===== config.mk =====
export PLATFORM = sky130hd
export DESIGN_NAME = evt_status_hub
export DESIGN_NICKNAME = d
export VERILOG_FILES = /design/src/rtl/evt_status_pkg.sv /design/src/rtl/evt_status_ctrl.sv /design/src/rtl/evt_bert_watch.sv /design/src/rtl/evt_status_dp.sv /design/src/rtl/evt_status_hub.sv
export SDC_FILE = /design/constraint.sdc
export NUM_CORES = 1
export LEC_CHECK = 0
export BUFFER_PORTS_ARGS = -buffer_cell sky130_fd_sc_hd__buf_2
export CAP_MARGIN = 40
export CORE_MARGIN = 5
export CORE_UTILIZATION = 42
export DETAILED_ROUTE_END_ITERATION = 10
export PLACE_DENSITY = 0.83
export SYNTH_ARGS = -nofsm -noshare
export SYNTH_HDL_FRONTEND = slang
export SYNTH_SLANG_ARGS = --single-unit

===== constraint.sdc =====
create_clock -name clk -period 2.8 [get_ports clk]
set_input_delay 0.14 -clock clk [delete_from_list [all_inputs] [get_ports clk]]
set_output_delay 0.14 -clock clk [all_outputs]
set_load 0.005 [all_outputs]

===== src/rtl/evt_status_pkg.sv =====
package evt_status_pkg;
  localparam int FLAG_W    = 16;
  localparam int RX_BIT    = 0;
  localparam int TX_BIT    = 1;
  localparam int BERT_BIT  = 2;
  localparam int SYS_BIT   = 3;
  localparam int PAR_BIT   = 4;
  localparam int LBERR_BIT = 14;
  localparam int LBINT_BIT = 15;

  localparam logic [FLAG_W-1:0] LIVE_MASK =
      (FLAG_W'(1) << RX_BIT)   | (FLAG_W'(1) << TX_BIT)   |
      (FLAG_W'(1) << BERT_BIT) | (FLAG_W'(1) << SYS_BIT)  |
      (FLAG_W'(1) << PAR_BIT)  | (FLAG_W'(1) << LBERR_BIT) |
      (FLAG_W'(1) << LBINT_BIT);

  typedef struct packed {
    logic rdStatus;
    logic rdMask;
    logic wrMask;
  } hubStrobes_t;
endpackage


===== src/rtl/evt_status_ctrl.sv =====
module evt_status_ctrl
  import evt_status_pkg::*;
#(
  parameter int ADDR_W = 8,
  parameter logic [ADDR_W-1:0] STAT_ADDR = 8'h20,
  parameter logic [ADDR_W-1:0] MASK_ADDR = 8'h24
) (
  input  logic              rdEn,
  input  logic              wrEn,
  input  logic [ADDR_W-1:0] addr,
  output hubStrobes_t       strb
);
  logic hitStat;
  logic hitMask;

  assign hitStat = (addr == STAT_ADDR);
  assign hitMask = (addr == MASK_ADDR);

  // Writes to the summary offset decode to nothing.
  always_comb begin
    strb          = '0;
    strb.rdStatus = rdEn & hitStat;
    strb.rdMask   = rdEn & hitMask;
    strb.wrMask   = wrEn & hitMask;
  end
endmodule


===== src/rtl/evt_bert_watch.sv =====
module evt_bert_watch #(
  parameter int OVF_W = 2
) (
  input  logic             clk,
  input  logic             rstN,
  input  logic             syncLvl,
  input  logic             bitErr,
  input  logic [OVF_W-1:0] ovfStb,
  output logic             chgPulse,
  output logic             syncQ
);
  always_ff @(posedge clk) begin
    if (!rstN) syncQ <= 1'b0;
    else       syncQ <= syncLvl;
  end

  assign chgPulse = (syncLvl ^ syncQ) | bitErr | (|ovfStb);
endmodule


===== src/rtl/evt_status_dp.sv =====
module evt_status_dp
  import evt_status_pkg::*;
#(
  parameter int NUM_RX = 8,
  parameter int NUM_TX = 8
) (
  input  logic              clk,
  input  logic              rstN,
  input  logic [NUM_RX-1:0] rxAlignEvt,
  input  logic [NUM_TX-1:0] txAlignEvt,
  input  logic              bertSync,
  input  logic              bertBitErr,
  input  logic              bertBitCntOvf,
  input  logic              bertErrCntOvf,
  input  logic              busSysErr,
  input  logic              busParErr,
  input  logic [1:0]        lbEvt,
  input  logic              localCfgMode,
  input  hubStrobes_t       strb,
  input  logic [FLAG_W-1:0] wrData,
  output logic [FLAG_W-1:0] rdData,
  output logic              hostIntN,
  output logic              localInt,
  output logic [FLAG_W-1:0] statusQ,
  output logic [FLAG_W-1:0] maskQ,
  output logic [FLAG_W-1:0] setVec,
  output logic              syncQ
);
  localparam int OVF_W = 2;

  logic bertChg;
  logic pending;
  logic [NUM_RX:0] rxAny;
  logic [NUM_TX:0] txAny;

  // Ripple OR chains keep the fold explicit for any port count.
  assign rxAny[0] = 1'b0;
  assign txAny[0] = 1'b0;
  for (genvar i = 0; i < NUM_RX; i++) begin : g_rxFold
    assign rxAny[i+1] = rxAny[i] | rxAlignEvt[i];
  end
  for (genvar j = 0; j < NUM_TX; j++) begin : g_txFold
    assign txAny[j+1] = txAny[j] | txAlignEvt[j];
  end

  evt_bert_watch #(.OVF_W(OVF_W)) u_bertWatch (
    .clk      (clk),
    .rstN     (rstN),
    .syncLvl  (bertSync),
    .bitErr   (bertBitErr),
    .ovfStb   ({bertErrCntOvf, bertBitCntOvf}),
    .chgPulse (bertChg),
    .syncQ    (syncQ)
  );

  always_comb begin
    setVec            = '0;
    setVec[RX_BIT]    = rxAny[NUM_RX];
    setVec[TX_BIT]    = txAny[NUM_TX];
    setVec[BERT_BIT]  = bertChg;
    setVec[SYS_BIT]   = busSysErr;
    setVec[PAR_BIT]   = busParErr;
    setVec[LBERR_BIT] = lbEvt[0];
    setVec[LBINT_BIT] = lbEvt[1];
  end

  // A new event wins over the clear from a read in the same cycle.
  always_ff @(posedge clk) begin
    if (!rstN)             statusQ <= '0;
    else if (strb.rdStatus) statusQ <= setVec;
    else                   statusQ <= statusQ | setVec;
  end

  always_ff @(posedge clk) begin
    if (!rstN)           maskQ <= '0;
    else if (strb.wrMask) maskQ <= wrData & LIVE_MASK;
  end

  assign pending = |(statusQ & maskQ);

  always_ff @(posedge clk) begin
    if (!rstN) begin
      hostIntN <= 1'b1;
      localInt <= 1'b0;
    end else begin
      hostIntN <= ~pending;
      localInt <= pending & localCfgMode;
    end
  end

  always_comb begin
    if (strb.rdStatus)    rdData = statusQ;
    else if (strb.rdMask) rdData = maskQ;
    else                  rdData = '0;
  end
endmodule


===== src/rtl/evt_status_hub.sv =====
module evt_status_hub
  import evt_status_pkg::*;
#(
  parameter int NUM_RX = 8,
  parameter int NUM_TX = 8,
  parameter int ADDR_W = 8,
  parameter logic [ADDR_W-1:0] STAT_ADDR = 8'h20,
  parameter logic [ADDR_W-1:0] MASK_ADDR = 8'h24
) (
  input  logic              clk,
  input  logic              rstN,
  input  logic [NUM_RX-1:0] rxAlignEvt,
  input  logic [NUM_TX-1:0] txAlignEvt,
  input  logic              bertSync,
  input  logic              bertBitErr,
  input  logic              bertBitCntOvf,
  input  logic              bertErrCntOvf,
  input  logic              busSysErr,
  input  logic              busParErr,
  input  logic [1:0]        lbEvt,
  input  logic              localCfgMode,
  input  logic              rdEn,
  input  logic              wrEn,
  input  logic [ADDR_W-1:0] addr,
  input  logic [15:0]       wrData,
  output logic [15:0]       rdData,
  output logic              hostIntN,
  output logic              localInt
);
  hubStrobes_t       strb;
  logic [FLAG_W-1:0] statusQ;
  logic [FLAG_W-1:0] maskQ;
  logic [FLAG_W-1:0] setVec;
  logic              syncQ;

  evt_status_ctrl #(
    .ADDR_W(ADDR_W), .STAT_ADDR(STAT_ADDR), .MASK_ADDR(MASK_ADDR)
  ) u_ctrl (
    .rdEn (rdEn),
    .wrEn (wrEn),
    .addr (addr),
    .strb (strb)
  );

  evt_status_dp #(.NUM_RX(NUM_RX), .NUM_TX(NUM_TX)) u_dp (
    .clk           (clk),
    .rstN          (rstN),
    .rxAlignEvt    (rxAlignEvt),
    .txAlignEvt    (txAlignEvt),
    .bertSync      (bertSync),
    .bertBitErr    (bertBitErr),
    .bertBitCntOvf (bertBitCntOvf),
    .bertErrCntOvf (bertErrCntOvf),
    .busSysErr     (busSysErr),
    .busParErr     (busParErr),
    .lbEvt         (lbEvt),
    .localCfgMode  (localCfgMode),
    .strb          (strb),
    .wrData        (wrData),
    .rdData        (rdData),
    .hostIntN      (hostIntN),
    .localInt      (localInt),
    .statusQ       (statusQ),
    .maskQ         (maskQ),
    .setVec        (setVec),
    .syncQ         (syncQ)
  );
endmodule


==> reports/metrics.csv, run 1 <==
metric;value;unit
status;complete, no violations;
dieArea;3310;sq um
cp-end-kind;output pin;
io_buffers;52;
multi_input_area;524;sq um
hold_end;u_dp.statusQ[14];
gp_congestion;0.779;
leakage;0.536;nW
reg2reg_slack;1.64;ns
antenna_found_initial;0;
cts_tree;built;
grt_overflow;0;
first_global_vias;963;
syn_inst;109;
tns;0;ns
p_per_area;381;nW/um^2
post_cts_buffers;0;
cp_slowest_cell;or4b_1;
switchingPower;118;uW
synth_compound_area_frac;0.175;
ys_types;32;
grt_usage;0.167;
die_h;57.5;microns
finalPower;456;uW
synthTopCellsByArea;dfxtp_1 (36%), mux2i_1 (7.4%), buf_4 (7.1%);
ys.flop_type;dfxtp_1;
clkTransAtPathRegs;0.09;ns
finalNonFillerCells;186;
drc;0;
routed_wl;2650;microns
synthSimpleGateAreaFrac;0.259;
first_pass_iters;4;
hold_start;lbEvt[0];
cts-resized-gates;0;
worstPathArrival;1.70;ns
p_comb_frac;0.157;
clock_sinks;17;
synth-adder-area-share;0;
grt_pass1_wl;4410;microns
clock.fmax;0.543;GHz
vias;978;
setup_violations;0;
register_area;340;sq um
ff2ff_path_depth;3;
worst_r2r_endpoint;u_dp.localInt;
synth-seq-cells;17;
routedWlPerCell;14.2;microns
slew_viol_final;0;
cts-root-buf;clkbuf_4;
synth_seq_area_share;0.359;
nets;212;
worst_pin_slew;0.669;ns
synth.avg_cell_area;8.70;sq um
core;2190;sq um
initial_core_util;0.433;
ys_warn_count;0;
peakVddDrop;0.280;mV
crit_chain;buf_2, or4b_1, or2_1, nor2_2, buf_2;
hold_viol;0;
die_x;57.5;microns
initialDrtViolationCount;25;
htreeDepth;1;
postCtsHoldBufs;0;
synth_top_area_cell;dfxtp_1;
cts-buffers-inserted;3;
num_antenna_cells;0;
fillers;204;
synth_top_family_by_area;simple AND/OR/NAND/NOR gates;
hold_depth;3;
yosys.area_share.xor_xnor;0.00923;
relSlewSlack;0.551;
grt_max_degree;14;
rsz0062_at_grt;false;
crit_required;2.66;ns
synth_top_area_share;0.359;
ant_nets;0;
switching_share;0.258;
seq_power_share;0.566;
crit_path_max_fanout;11;
rr_startpoint;u_dp.statusQ[1];
rows;17;
clock_latency;0.29;ns
area_growth;26.1;%
synth-edff-count;0;
path_class;primary input to output pin;
final.min_clock_period;1.84;ns
min_path_type;primary input to flip-flop;
fin_worst_skew;0.00563;ns
synth_area;948;sq um
finalCritPeriodShare;0.657;
routed_via_density;5.26;
cp-start-kind;primary input;
clkPwrFrac;0.277;
io_pins;71;
internal-power;338;uW
clockBufferDepth;2;
async_flop_share;0;
drv_cap;0;
dp.cells;182;
critPathMostFrequentCell;buf_2;
muxShareOfSynthArea;0.0739;
drive_above_1_share;0.418;
cpPeakStageDelay;0.73;ns
post-dp-hpwl;2090;microns
## cells in the final DEF (no fill, tap or decap)
master / synthesis / final
buf_2: 1 / 53
dfxtp_1: 17 / 17
nand2_1: 10 / 10
o31ai_1: 9 / 9
conb_1: 1 / 9
mux2i_1: 7 / 7
nor2_2: 7 / 7
nand4_1: 7 / 7
a21oi_1: 7 / 7
nor4_1: 5 / 5
o21ai_0: 3 / 3
clkbuf_4: 0 / 3
a22oi_1: 2 / 2
a31oi_1: 2 / 2
or4b_1: 1 / 1
or4b_4: 1 / 1
or2_1: 1 / 1
nand4bb_1: 1 / 1
nor4b_1: 1 / 1
and2_0: 1 / 1
nor3_1: 1 / 1
clkinv_1: 1 / 1
a222oi_1: 1 / 1
nand3_1: 1 / 1
and3_1: 1 / 1
nor3_2: 1 / 1
o21ai_1: 1 / 1
xor2_1: 1 / 1
o22ai_1: 1 / 1
and2_1: 1 / 1
clkinv_2: 0 / 1
## registers in the layout (all words and copies together), names as in the netlist
signal / cells
u_dp.maskQ: 7
u_dp.statusQ: 7
u_dp.hostIntN: 1
u_dp.localInt: 1
u_dp.u_bertWatch.syncQ: 1
## layer usage
layer,track usage,share of wire
met4,0.0464,0.010
met5,0,0
met3,0.0475,0.099
met1,0.210,0.38
met2,0.276,0.51
## logic make-up after synthesis
kind of cell	Yosys count
simple gates	40
mux	7
compound gates	26
other cells	1
xor+xnor	1
flops	17
buf+inv	17
## area by class of cell
cell class	count	share of cell area
timing repair buffer	53	0.222
inverter	1	0.00314
multi-input combinational	83	0.438
clock inverter	1	0.00418
tap	28	0.0293
sequential	17	0.285
clock buffer	3	0.0188
## power groups by stage
| stage | Sequential [mW] | Combinational, mW | Clock [mW] |
|---|---|---|---|
| finish | 0.258 | 0.0718 | 0.126 |
| global route | 0.259 | 0.0805 | 0.142 |
| detailed placement | 0.263 | 0.0706 | 0 |
| floorplan | 0.261 | 0.0447 | 0 |
| CTS | 0.258 | 0.0710 | 0.128 |
| global placement | 0.263 | 0.0661 | 0 |
## Yosys cell counts, drive strengths merged, types with 2 or more instances
cell,n
nor3,2
a31oi,2
mux2i,7
o21ai,4
nand4,7
dfxtp,17
or4b,2
a21oi,7
and2,2
nor2,7
o31ai,9
clkbuf,4
buf,12
nor4,5
a22oi,2
nand2,10
## how the worst max path moves through the flow
stage | startpoint | end | slack [ns] | cells past startpoint
2_1_floorplan | addr[3] | rdData[0] | 1.39 | 5
3_3_place_gp | addr[4] | rdData[2] | 1.01 | 5
3_5_place_dp | addr[4] | rdData[15] | 0.98 | 5
4_1_cts | addr[4] | rdData[15] | 0.97 | 5
5_1_grt | addr[4] | rdData[14] | 0.90 | 5
6_report | addr[4] | rdData[2] | 0.96 | 5
## worst max-delay path, delay by kind of cell
family / cells / cell delay (ns)
buffers and inverters: 2 / 0.22
AND/OR/NAND/NOR: 3 / 1.33
## per-stage QoR
stage | util | setup slack (ns) | instance area (sq um) | hold slack, ns
final | 0.546 | 0.959 | 1200 | 0.0522
after global routing | 0.546 | 0.902 | 1200 | 0.0593
after CTS | 0.546 | 0.966 | 1200 | 0.0520
after detailed placement | 0.533 | 0.976 | 1170 | 0.349
after global placement | 0.531 | 1.01 | 1160 | 0.334
after floorplan | - | 1.39 | 978 | 0.249
Note: power is estimated with default switching activity, not from simulation.
==> run 2, diff against run 1 <==
- CORE_UTILIZATION: 42 -> 39
- PLACE_DENSITY: 0.83 -> 0.78
- clock period: 2.8 -> 1.8 ns (I/O delays scaled with it)
==> run 2 against run 1 <==
Critical path type unchanged. Combinational power is 59% higher. Setup slack got worse by 0.73 ns. Critical endpoint is now rdData[3]. Sequential power rose by 55%. Largest power group unchanged. Cell area rose by 2.4%. Register-to-register slack got worse by 0.95 ns.
==> reports/metrics.csv, run 2 (synthesized netlist as in run 1, its figures left out) <==
metric;value;unit;change
status;complete, no violations;;
final_cell_mix;buf_2 (52), dfxtp_1 (17), nand2_1 (10);;
layout_commonest_cell;buf_2;;
cp-start-kind;primary input;;
initialDrtViolationCount;29;;+16%
slew_viol_final;0;;unchanged
multi_input_area;524;sq um;unchanged
drv_cap;0;;unchanged
core;2280;sq um;+3.9%
grt_usage;0.143;;-0.0242
rows;17;;unchanged
final.min_clock_period;1.57;ns;
first_global_vias;984;;+2.2%
die_h;59.3;microns;+3.1%
p_per_area;588;nW/um^2;+54%
first_pass_iters;4;;unchanged
register_area;340;sq um;unchanged
routed_wl;2550;microns;-3.8%
routed_via_density;5.34;;+1.6%
drc;0;;unchanged
routedWlPerCell;13.5;microns;-5.3%
finalPower;720;uW;+58%
antenna_found_initial;0;;unchanged
clockBufferDepth;2;;unchanged
peakVddDrop;0.359;mV;+28%
drive_above_1_share;0.410;;-0.00778
clock_latency;0.29;ns;about the same
io_pins;71;;unchanged
min_path_type;primary input to flip-flop;;
crit_required;1.71;ns;-0.95 ns
area_growth;29.2;%;
fin_worst_skew;0.00179;ns;-0.00384 ns
clkTransAtPathRegs;0.09;ns;about the same
ant_nets;0;;unchanged
cts_tree;built;;
finalNonFillerCells;189;;+1.6%
clock.fmax;0.636;GHz;
die_x;59.3;microns;+3.1%
gp_congestion;0.805;;+3.3%
grt_pass1_wl;3930;microns;-11%
hold_viol;0;;unchanged
setup_violations;0;;unchanged
nets;215;;+1.4%
htreeDepth;1;;unchanged
initial_core_util;0.417;;-0.0162
post-dp-hpwl;2030;microns;-3.1%
final_cell_area;1220;sq um;+2.4%
fillers;217;;+6.4%
reg_top3;u_dp.maskQ x7, u_dp.statusQ x7;;
grt_overflow;0;;unchanged
path_class;primary input to output pin;;
cp_slowest_cell;or4b_4;;
crit_chain;buf_2, or4b_4, or2_1, nor2_2, buf_2;;
worst_pin_slew;0.629;ns;-0.0400 ns
critPathMostFrequentCell;buf_2;;
cts-resized-gates;0;;unchanged
post_cts_buffers;0;;unchanged
finalCritPeriodShare;0.874;;
cp-end-kind;output pin;;
crit_path_max_fanout;9;;-2
io_buffers;52;;unchanged
grt_max_degree;14;;unchanged
tns;0;ns;unchanged
dieArea;3520;sq um;+6.3%
leakage;0.546;nW;+1.8%
worstPathArrival;1.48;ns;-0.22 ns
dp.cells;183;;+0.55%
cpPeakStageDelay;0.58;ns;-0.15 ns
relSlewSlack;0.578;;+0.0269
cts-root-buf;clkbuf_4;;
num_antenna_cells;0;;unchanged
vias;1010;;+3.3%
placed_cell_area;1180;sq um;+0.86%
clock_sinks;17;;unchanged
cts-buffers-inserted;3;;unchanged
rsz0062_at_grt;false;;
run 2: critical path: cells and delay by family:
kind / cells / cell delay, ns
buffers and inverters: 2 / 0.27
AND/OR/NAND/NOR: 3 / 1.12
run 2: layout make-up:
| class | instances | area share |
|---|---|---|
| Multi-Input combinational cell | 83 | 0.428 |
| Tap cell | 28 | 0.0286 |
| Sequential cell | 17 | 0.278 |
| Clock buffer | 4 | 0.0215 |
| Timing Repair Buffer | 56 | 0.241 |
| Inverter | 1 | 0.00306 |
run 2: path summary, 6_finish.rpt:
| check | startpoint | end | slack (ns) | depth (start not counted) |
|---|---|---|---|---|
| setup / recovery | addr[3] | rdData[3] | 0.23 | 5 |
| hold / removal | busSysErr | u_dp.statusQ[3] | 0.01 | 3 |
| setup reg to reg | u_dp.statusQ[1] | u_dp.localInt | 0.69 | 3 |
| hold reg to reg | u_dp.statusQ[14] | u_dp.statusQ[14] | 0.48 | 2 |
run 2: power breakdown:
group | internal (mW) | leakage (nW) | switching [mW] | total [mW]
clock network | 0.0863 | 0.0150 | 0.119 | 0.205
registers | 0.390 | 0.140 | 0.0110 | 0.401
logic | 0.0574 | 0.392 | 0.0565 | 0.114
total | 0.534 | 0.546 | 0.186 | 0.720
run 2: metal layers:
| metal | share of wire | vias to the layer above | track usage |
|---|---|---|---|
| li1 | - | 494 | - |
| met1 | 0.34 | 459 | 0.140 |
| met2 | 0.53 | 51 | 0.276 |
| met3 | 0.10 | 6 | 0.0327 |
| met4 | 0.019 | 0 | 0.0647 |
| met5 | 0 | - | 0 |
run 2: metrics by stage:
step / hold WS, ns / utilization / setup WS [ns]
global route: 0.0194 / 0.538 / 0.156
floorplan: 0.199 / - / 0.492
detailed placement: 0.297 / 0.518 / 0.225
finish: 0.0105 / 0.538 / 0.227
global placement: 0.290 / 0.518 / 0.247
CTS: 0.00922 / 0.538 / 0.229
run 2: repair_timing:
action,in CTS,in global routing
hold buffers,2,0
endpoints found under the setup margin,0,0
endpoints found under the hold margin,2,0
